<file path="src/rtl/vclk_cfg_pkg.sv">
package vclk_cfg_pkg;

  localparam int unsigned DATA_W   = 8;
  localparam int unsigned DIV_W    = 12;
  localparam int unsigned DIV_LO_W = DIV_W - DATA_W;
  localparam int unsigned CP_W     = 3;
  localparam int unsigned BAND_W   = 2;
  localparam int unsigned PDIV_W   = 4;

  localparam int unsigned A_REV    = 0;
  localparam int unsigned A_DIV_HI = 1;
  localparam int unsigned A_DIV_LO = 2;
  localparam int unsigned A_CLKGEN = 3;

  localparam logic [DIV_W-1:0] DIV_RST = 12'h69D;
  localparam logic [DIV_W-1:0] DIV_MIN = 12'd2;

  typedef enum logic [BAND_W-1:0] {
    BAND_LOW  = 2'b00,
    BAND_MID  = 2'b01,
    BAND_HIGH = 2'b10,
    BAND_TOP  = 2'b11
  } vco_band_e;

  typedef struct packed {
    vco_band_e         band;
    logic [CP_W-1:0]   cp;
    logic              ext;
  } clkgen_cfg_t;

  localparam clkgen_cfg_t CLKGEN_RST = '{band: BAND_MID, cp: 3'b001, ext: 1'b0};

endpackage

</file>
<file path="src/rtl/vclk_div_stage.sv">
module vclk_div_stage
  import vclk_cfg_pkg::*;
#(
  parameter int unsigned ADDR_W = 8
) (
  input  logic                clk,
  input  logic                rst_n,
  input  logic                wr_en_i,
  input  logic [ADDR_W-1:0]   addr_i,
  input  logic [DATA_W-1:0]   wdata_i,
  output logic [DATA_W-1:0]   stg_hi_o,
  output logic [DIV_LO_W-1:0] stg_lo_o,
  output logic [DIV_W-1:0]    div_act_o,
  output logic                commit_o,
  output logic                reject_o
);

  logic [DATA_W-1:0]   stg_hi_q, stg_hi_d;
  logic [DIV_LO_W-1:0] stg_lo_q, stg_lo_d;
  logic [DIV_W-1:0]    act_q, act_d;
  logic                commit_q, commit_d;
  logic                reject_q, reject_d;
  logic                wr_hi, wr_lo, cand_ok;
  logic [DIV_W-1:0]    cand;

  always_comb begin
    wr_hi    = wr_en_i && (addr_i == ADDR_W'(A_DIV_HI));
    wr_lo    = wr_en_i && (addr_i == ADDR_W'(A_DIV_LO));
    cand     = {stg_hi_q, wdata_i[DATA_W-1 -: DIV_LO_W]};
    cand_ok  = (cand >= DIV_MIN);
    stg_hi_d = stg_hi_q;
    stg_lo_d = stg_lo_q;
    act_d    = act_q;
    commit_d = 1'b0;
    reject_d = 1'b0;
    if (wr_hi) begin
      stg_hi_d = wdata_i;
    end
    if (wr_lo) begin
      stg_lo_d = wdata_i[DATA_W-1 -: DIV_LO_W];
      if (cand_ok) begin
        act_d    = cand;
        commit_d = 1'b1;
      end else begin
        reject_d = 1'b1;
      end
    end
  end

  always_ff @(posedge clk or negedge rst_n) begin
    if (!rst_n) begin
      stg_hi_q <= DIV_RST[DIV_W-1 -: DATA_W];
      stg_lo_q <= DIV_RST[DIV_LO_W-1:0];
      act_q    <= DIV_RST;
      commit_q <= 1'b0;
      reject_q <= 1'b0;
    end else begin
      stg_hi_q <= stg_hi_d;
      stg_lo_q <= stg_lo_d;
      act_q    <= act_d;
      commit_q <= commit_d;
      reject_q <= reject_d;
    end
  end

  assign stg_hi_o  = stg_hi_q;
  assign stg_lo_o  = stg_lo_q;
  assign div_act_o = act_q;
  assign commit_o  = commit_q;
  assign reject_o  = reject_q;

  AST_DIV_IN_RANGE: assert property (@(posedge clk) disable iff (!rst_n)
    act_q >= DIV_MIN);
  AST_HI_NO_COMMIT: assert property (@(posedge clk) disable iff (!rst_n)
    (wr_en_i && addr_i == ADDR_W'(A_DIV_HI)) |=> $stable(act_q));
  AST_COMMIT_MATCHES_STAGE: assert property (@(posedge clk) disable iff (!rst_n)
    commit_q |-> (act_q == {stg_hi_q, stg_lo_q}));
  AST_PULSE_EXCLUSIVE: assert property (@(posedge clk) disable iff (!rst_n)
    !(commit_q && reject_q));
  AST_REJECT_HOLDS: assert property (@(posedge clk) disable iff (!rst_n)
    reject_q |-> $stable(act_q));
  AST_COMMIT_ONE_CYCLE: assert property (@(posedge clk) disable iff (!rst_n)
    (commit_q && !$past(wr_en_i)) |-> 1'b0);

endmodule

</file>
<file path="src/rtl/vclk_clkgen_regs.sv">
module vclk_clkgen_regs
  import vclk_cfg_pkg::*;
#(
  parameter int unsigned ADDR_W = 8
) (
  input  logic              clk,
  input  logic              rst_n,
  input  logic              wr_en_i,
  input  logic [ADDR_W-1:0] addr_i,
  input  logic [DATA_W-1:0] wdata_i,
  output clkgen_cfg_t       cfg_o,
  output logic [PDIV_W-1:0] post_div_o
);

  clkgen_cfg_t       cfg_q, cfg_d;
  logic              cfg_en;
  logic [PDIV_W-1:0] pdiv;

  always_comb begin
    cfg_en = wr_en_i && (addr_i == ADDR_W'(A_CLKGEN));
    cfg_d  = cfg_q;
    if (cfg_en) begin
      cfg_d.band = vco_band_e'(wdata_i[7:6]);
      cfg_d.cp   = wdata_i[5:3];
      cfg_d.ext  = wdata_i[2];
    end
  end

  always_ff @(posedge clk or negedge rst_n) begin
    if (!rst_n) begin
      cfg_q <= CLKGEN_RST;
    end else begin
      cfg_q <= cfg_d;
    end
  end

  // Lower band codes run the VCO faster than the pixel rate and divide down.
  always_comb begin
    unique case (cfg_q.band)
      BAND_LOW:  pdiv = 4'd8;
      BAND_MID:  pdiv = 4'd4;
      BAND_HIGH: pdiv = 4'd2;
      default:   pdiv = 4'd1;
    endcase
  end

  assign cfg_o      = cfg_q;
  assign post_div_o = pdiv;

  AST_POSTDIV_POW2: assert property (@(posedge clk) disable iff (!rst_n)
    $countones(post_div_o) == 1);
  AST_CLKGEN_HOLD: assert property (@(posedge clk) disable iff (!rst_n)
    !(wr_en_i && addr_i == ADDR_W'(A_CLKGEN)) |=> $stable(cfg_q));

endmodule

</file>
<file path="src/rtl/vclk_rd_port.sv">
module vclk_rd_port
  import vclk_cfg_pkg::*;
#(
  parameter int unsigned ADDR_W = 8,
  parameter logic [7:0]  REV_ID = 8'h01
) (
  input  logic                clk,
  input  logic                rst_n,
  input  logic                rd_en_i,
  input  logic [ADDR_W-1:0]   addr_i,
  input  logic [DATA_W-1:0]   stg_hi_i,
  input  logic [DIV_LO_W-1:0] stg_lo_i,
  input  clkgen_cfg_t         cfg_i,
  output logic [DATA_W-1:0]   rdata_o
);

  logic [DATA_W-1:0] mux, rd_q, rd_d;

  always_comb begin
    mux = '0;
    if (addr_i == ADDR_W'(A_REV))         mux = REV_ID;
    else if (addr_i == ADDR_W'(A_DIV_HI)) mux = stg_hi_i;
    else if (addr_i == ADDR_W'(A_DIV_LO)) mux = {stg_lo_i, {(DATA_W-DIV_LO_W){1'b0}}};
    else if (addr_i == ADDR_W'(A_CLKGEN)) mux = {cfg_i.band, cfg_i.cp, cfg_i.ext, 2'b00};
    rd_d = rd_en_i ? mux : rd_q;
  end

  always_ff @(posedge clk or negedge rst_n) begin
    if (!rst_n) begin
      rd_q <= '0;
    end else begin
      rd_q <= rd_d;
    end
  end

  assign rdata_o = rd_q;

  AST_RDATA_HOLD: assert property (@(posedge clk) disable iff (!rst_n)
    !rd_en_i |=> $stable(rdata_o));
  AST_REV_READ: assert property (@(posedge clk) disable iff (!rst_n)
    (rd_en_i && addr_i == ADDR_W'(A_REV)) |=> (rdata_o == REV_ID));
  AST_UNUSED_LOW_BITS: assert property (@(posedge clk) disable iff (!rst_n)
    (rd_en_i && addr_i == ADDR_W'(A_CLKGEN)) |=> (rdata_o[1:0] == 2'b00));

endmodule

</file>
<file path="src/rtl/vclk_cfg_bank.sv">
module vclk_cfg_bank
  import vclk_cfg_pkg::*;
#(
  parameter int unsigned ADDR_W = 8,
  parameter logic [7:0]  REV_ID = 8'h01
) (
  input  logic              clk,
  input  logic              rst_n,
  input  logic              wr_en_i,
  input  logic              rd_en_i,
  input  logic [ADDR_W-1:0] addr_i,
  input  logic [7:0]        wdata_i,
  output logic [7:0]        rdata_o,
  output logic [11:0]       fb_div_o,
  output logic              fb_div_use_o,
  output logic [1:0]        vco_band_o,
  output logic [3:0]        post_div_o,
  output logic [2:0]        cp_code_o,
  output logic              ext_clk_o,
  output logic              commit_o,
  output logic              reject_o
);

  logic [1:0]          rst_sync_q;
  logic                rst_int_n;
  logic [DATA_W-1:0]   stg_hi;
  logic [DIV_LO_W-1:0] stg_lo;
  logic [DIV_W-1:0]    div_act;
  clkgen_cfg_t         cfg;
  logic [PDIV_W-1:0]   pdiv;

  always_ff @(posedge clk or negedge rst_n) begin
    if (!rst_n) begin
      rst_sync_q <= 2'b00;
    end else begin
      rst_sync_q <= {rst_sync_q[0], 1'b1};
    end
  end
  assign rst_int_n = rst_sync_q[1];

  vclk_div_stage #(.ADDR_W(ADDR_W)) u_div (
    .clk       (clk),
    .rst_n     (rst_int_n),
    .wr_en_i   (wr_en_i),
    .addr_i    (addr_i),
    .wdata_i   (wdata_i),
    .stg_hi_o  (stg_hi),
    .stg_lo_o  (stg_lo),
    .div_act_o (div_act),
    .commit_o  (commit_o),
    .reject_o  (reject_o)
  );

  vclk_clkgen_regs #(.ADDR_W(ADDR_W)) u_clkgen (
    .clk        (clk),
    .rst_n      (rst_int_n),
    .wr_en_i    (wr_en_i),
    .addr_i     (addr_i),
    .wdata_i    (wdata_i),
    .cfg_o      (cfg),
    .post_div_o (pdiv)
  );

  vclk_rd_port #(.ADDR_W(ADDR_W), .REV_ID(REV_ID)) u_rd (
    .clk      (clk),
    .rst_n    (rst_int_n),
    .rd_en_i  (rd_en_i),
    .addr_i   (addr_i),
    .stg_hi_i (stg_hi),
    .stg_lo_i (stg_lo),
    .cfg_i    (cfg),
    .rdata_o  (rdata_o)
  );

  assign fb_div_o     = div_act;
  assign fb_div_use_o = ~cfg.ext;
  assign vco_band_o   = cfg.band;
  assign post_div_o   = pdiv;
  assign cp_code_o    = cfg.cp;
  assign ext_clk_o    = cfg.ext;

  AST_EXT_KEEPS_DIV: assert property (@(posedge clk) disable iff (!rst_int_n)
    ($rose(ext_clk_o) || $fell(ext_clk_o)) |-> $stable(fb_div_o));
  AST_EXT_MASKS_USE: assert property (@(posedge clk) disable iff (!rst_int_n)
    ext_clk_o |-> !fb_div_use_o);

endmodule

</file>
<file path="config.mk">
export PLATFORM = sky130hd
export DESIGN_NAME = vclk_cfg_bank
export DESIGN_NICKNAME = d
export VERILOG_FILES = /design/src/rtl/vclk_cfg_pkg.sv /design/src/rtl/vclk_div_stage.sv /design/src/rtl/vclk_clkgen_regs.sv /design/src/rtl/vclk_rd_port.sv /design/src/rtl/vclk_cfg_bank.sv
export SDC_FILE = /design/constraint.sdc
export NUM_CORES = 1
export LEC_CHECK = 0
export BUFFER_PORTS_ARGS = -buffer_cell sky130_fd_sc_hd__buf_2
export CAP_MARGIN = 0
export CORE_ASPECT_RATIO = 1.25
export CORE_MARGIN = 5
export CORE_UTILIZATION = 50
export DETAILED_ROUTE_END_ITERATION = 12
export GPL_TIMING_DRIVEN = 0
export PLACE_DENSITY_LB_ADDON = 0.15
export SETUP_SLACK_MARGIN = 0.02
export SYNTH_ARGS = -nofsm -noshare
export SYNTH_HDL_FRONTEND = slang
export SYNTH_SLANG_ARGS = --single-unit
</file>
<file path="constraint.sdc">
create_clock -name clk -period 1.5 [get_ports clk]
set_input_delay 0.3 -clock clk [delete_from_list [all_inputs] [get_ports clk]]
set_output_delay 0.3 -clock clk [all_outputs]
set_load 0.01 [all_outputs]
</file>
======== After elaboration in Yosys (flattened, before gate mapping) ========
Index checks and enable logic that the tools add are counted.
storage, ports and cells
  input bits .............................. 20
  output and inout bits ................... 33
  bits in registers ....................... 42
cells by class
  mux-type cells .......................... 9
  reductions and logical operators ........ 6
  eq/ne operators ......................... 5
  bitwise logic cells ..................... 1
  magnitude comparators ................... 1
operators with widths
  kind                 count
  $mux 8               4
  $eq 8x2->1 const B   2
  $ge 12x2->1 const B  1
  $pmux 4 s3           1
  $eq 8x1->1 const B   1
  $logic_not 8->1      1
  $mux 1               4
  $logic_and 1x1->1    3
  $eq 2x1->1 const B   1
  $eq 2x2->1 const B   1
  $logic_not 2->1      1
  $reduce_and 2->1     1
  $not 1->1            1

======== Longest topological paths before layout ========
  depth after elaboration ................. 5
  mapped depth ............................ 5
  depth with buffers taken out ............ 4

======== Modules after synthesis ========
Synthesis repeated with hierarchy kept, for this count alone.
unflattened totals
  cell total of the unflattened synthesis .. 128
  area total of the unflattened synthesis .. 1905.6 µm²
modules (own cells, without submodules)
  module            instances  sequential area each (µm²)  area an instance (µm²)  cells an instance
  vclk_div_stage    1          668.1                       1089.8                  65
  vclk_rd_port      1          200.2                       473.0                   40
  vclk_clkgen_regs  1          152.6                       285.3                   19
  vclk_cfg_bank     1          50.0                        57.6                    4

======== Least setup slack after synthesis ========
Ideal clock, no wire load.
  kind .................................... input port to flip-flop
  start point ............................. in addr_i[3]
  end point ............................... reg u_clkgen.cfg_q, in the netlist u_clkgen.cfg_o[0]
  cell stages on the path ................. 4
  arrival ................................. 1693 ps
  buffers on the path ..................... 0
  slack ................................... -318 ps
  library setup time ...................... 125 ps
  cell sequence ........................... or4_4 -> nor3_4 -> nand4_1 -> mux2_2
on the way
  longest elaborated chain between the ends .. 2
ends and longest elaborated chain
  what                  RTL line                source
  start, declared       vclk_cfg_bank.sv:11     input logic [ADDR_W-1:0] addr_i,
  $eq 8x2->1            vclk_clkgen_regs.sv:20  cfg_en = wr_en_i && (addr_i == ADDR_W'(A_CLKGEN));
  $logic_and 1x1->1     vclk_clkgen_regs.sv:20
  end signal, assigned  vclk_clkgen_regs.sv:33  cfg_q <= cfg_d;
  end, declared         vclk_clkgen_regs.sv:15  clkgen_cfg_t cfg_q, cfg_d;
No other way between the ends.
A chain may end at the register's enable or synchronous reset.

======== Worst setup path in the final report ========
Same ends and word-level chain as after synthesis.

==> impl_metrics.tcl <==
set metrics [dict create \
    ys_ff_latch 42 \
    finalCritPeriodShare 1.128 \
    failed_checks "negative setup slack" \
    synth.distinct_cells 25 \
    cts.sinks 42 \
    die_h_um 76.41 \
    rows 24 \
    mostFrequentLayoutCells "buf_2 (50), mux2_2 (30), dfrtp_1 (25), dfstp_2 (16)" \
    relSlewSlack 0.4322 \
    setup-violations-final 31 \
    place_area_um2 2069 \
    crit_required_ps 1680 \
    drive_above_1_share 0.6927 \
    sw_frac_of_total 0.2251 \
    post-route-cell-area_um2 2482 \
    worst_slack_ps -192.4 \
    final_common_cell "buf_2" \
    min_to "u_div.stg_hi_o[0]" \
    fp.dieArea_um2 4824 \
    overflow 0 \
    power_frac_seq 0.536 \
    power_density_nw_per_um2 921.2 \
    drc 0 \
    synth_cells 129 \
    clk_pin_slew_worst_paths_ps 80 \
    fmax_ghz 0.5909 \
    numPortBuffers 51 \
    antenna_found_initial 0 \
    min_from "wdata_i[0]" \
    criticalPathCategory "input port to flip-flop" \
    core_area_um2 3453 \
    ir_drop_mv 0.9705 \
    synth_top_area_cell "dfrtp_1" \
    start_kind "input port" \
    die_x_um 63.13 \
    cp.arrival_ps 1880 \
    cts_buffers 5 \
    ios 53 \
    post-route-min-period_ps 1692 \
    ant_nets 0 \
    antenna_cells 0 \
    ys_warn_count 0 \
    clk_latency_ps 290 \
    power.internal_mw 1.772 \
    grt_pass1_vias 1371 \
    dr.pass1.iters 4 \
    cts.htree.levels 2 \
    ys_seq_area_frac 0.6071 \
    hpwl_um 2739 \
    nFillCells 241 \
    tightest_slew_ps 851.8 \
    drv_slew 0 \
    cts_tree "yes" \
    drt-total-wl_um 4369 \
    start_util 0.5109 \
    end_kind "flip-flop" \
    syn2layout_area_growth_pct 40.71 \
    status "finished, violations left" \
    fin_skew_ps 9.173 \
    syn-cell-area_um2 1764 \
    whs_ps 242.5 \
    pwr-share-clk 0.381 \
    grt_usage 0.1703 \
    maxCapViolCount 0 \
    hold_depth 2 \
    startpoint "addr_i[3]" \
    post_synth.cell_area_avg_um2 13.68 \
    drt_iter0_markers 55 \
    hold_viol 0 \
    routabilityCongestion 0.7336 \
    p_comb_frac 0.083 \
    wl_per_cell_um 17.91 \
    hp-class "input port to flip-flop" \
    vias_per_cell 5.418 \
    synthTopCellsByArea "dfrtp_1 (37%), dfstp_2 (24%), mux2_2 (21%)" \
    p_sw_mw 0.5148 \
    synthDominantCellAreaShare 0.3688 \
    clk_path_buf_depth 2 \
    rr_startpoint "u_div.stg_hi_o[3]" \
    reg2reg_depth 5 \
    rsz0062_at_grt "yes" \
    critPathMaxFanout 4 \
    grt_max_degree 41 \
    via_count 1322 \
    grt_pass1_wl_um 6548 \
    synth_fp_nets 149 \
    r2r_setup_slack_ps -100 \
    r2r_end "u_div.div_act_o[6]" \
    p_leak_nw 1.235 \
    final_nets 224 \
    cts-root-buf "clkbuf_8" \
]
## worst max path at each step
stage	end	slack, ps
after global placement	u_clkgen.cfg_o[5]	-650
after floorplan	u_clkgen.cfg_o[0]	-320
after global routing	u_clkgen.cfg_o[0]	-230
final	u_clkgen.cfg_o[0]	-190
after detailed placement	u_clkgen.cfg_o[5]	-680
after CTS	u_clkgen.cfg_o[0]	-160
## metrics by stage
stage,worst slack [ps],util,TNS (ps),power [mW],instances
2_1_floorplan,-317.6,-,-6862,1.309,129
3_3_place_gp,-654.9,0.5989,-18520,1.380,219
3_5_place_dp,-680.0,0.5993,-17460,1.388,219
4_1_cts,-157.2,0.6855,-3319,2.270,240
5_1_grt,-225.9,0.7188,-4069,2.370,244
6_report,-192.4,0.7188,-2890,2.287,244
## worst max-delay path, stage by stage
cell and delay, ps:
buf_6 90, or4_4 540, nor3_4 130, buf_6 150
nand4_1 150, buf_4 220, mux2_4 290
## power groups by stage
stage                     Combinational [mW]  Clock [mW]  Sequential, mW
after floorplan                       0.0723           0            1.24
after global placement                 0.140           0            1.24
after detailed placement               0.145           0            1.24
after CTS                              0.165       0.881            1.22
after global routing                   0.203       0.932            1.24
final                                  0.189       0.872            1.23
## layout make-up
type / count / area, um2 / area share
flip-flops and latches: 42 / 1072 / 0.4320
multi-input cells: 71 / 757.0 / 0.3049
plain buffers: 4 / 26.28 / 0.01058
repair buffers: 68 / 426.7 / 0.1719
inverters: 12 / 45.04 / 0.01815
clock inverters: 1 / 30.03 / 0.01210
well taps: 39 / 48.80 / 0.01966
clock buffers: 7 / 76.32 / 0.03075
## timing repair
item                       4_1_cts  5_1_grt
pin swaps                        8        4
hold buffers                     1        0
resized for setup               16       15
buffers inserted                11        5
cloned                           1        0
setup endpoints to repair       31       40
hold endpoints to repair         2        0
## kinds of logic after synthesis
kind of cell,Yosys count,synth area share
AO/OA/AOI/OAI,14,0.05461
buffers and inverters,16,0.03830
flip-flops,42,0.6071
multiplexers,35,0.2220
other,1,0.002126
AND/OR/NAND/NOR,21,0.07589
## cells in the mapped netlist, drive strengths merged
cell / n
mux2: 33
dfrtp: 26
dfstp: 16
inv: 12
o22ai: 6
nand3: 5
a22oi: 4
clkbuf: 3
nand2: 3
nor2: 3
nor2b: 3
mux2i: 2
nor3: 2
nor4: 2
a21oi: 1
a32o: 1
and2: 1
buf: 1
conb: 1
nand4: 1
o21ai: 1
o32ai: 1
or4: 1
## sequential cells by signal, indices dropped and copies added (netlist names)
signal,flops
u_div.div_act_o,12
u_div.stg_lo_o,4
u_clkgen.cfg_o,6
u_div.reject_o,1
u_div.stg_hi_o,8
rst_sync_q,2
u_div.commit_o,1
u_rd.rdata_o,8
## per-layer routing
layer	vias up	track usage	wire [um]
li1	608	-	-
met1	655	0.1939	1673
met2	48	0.2936	2336
met3	11	0.06342	256
met4	0	0.04883	104
met5	-	0	0
(Power assumes the default switching activity.)
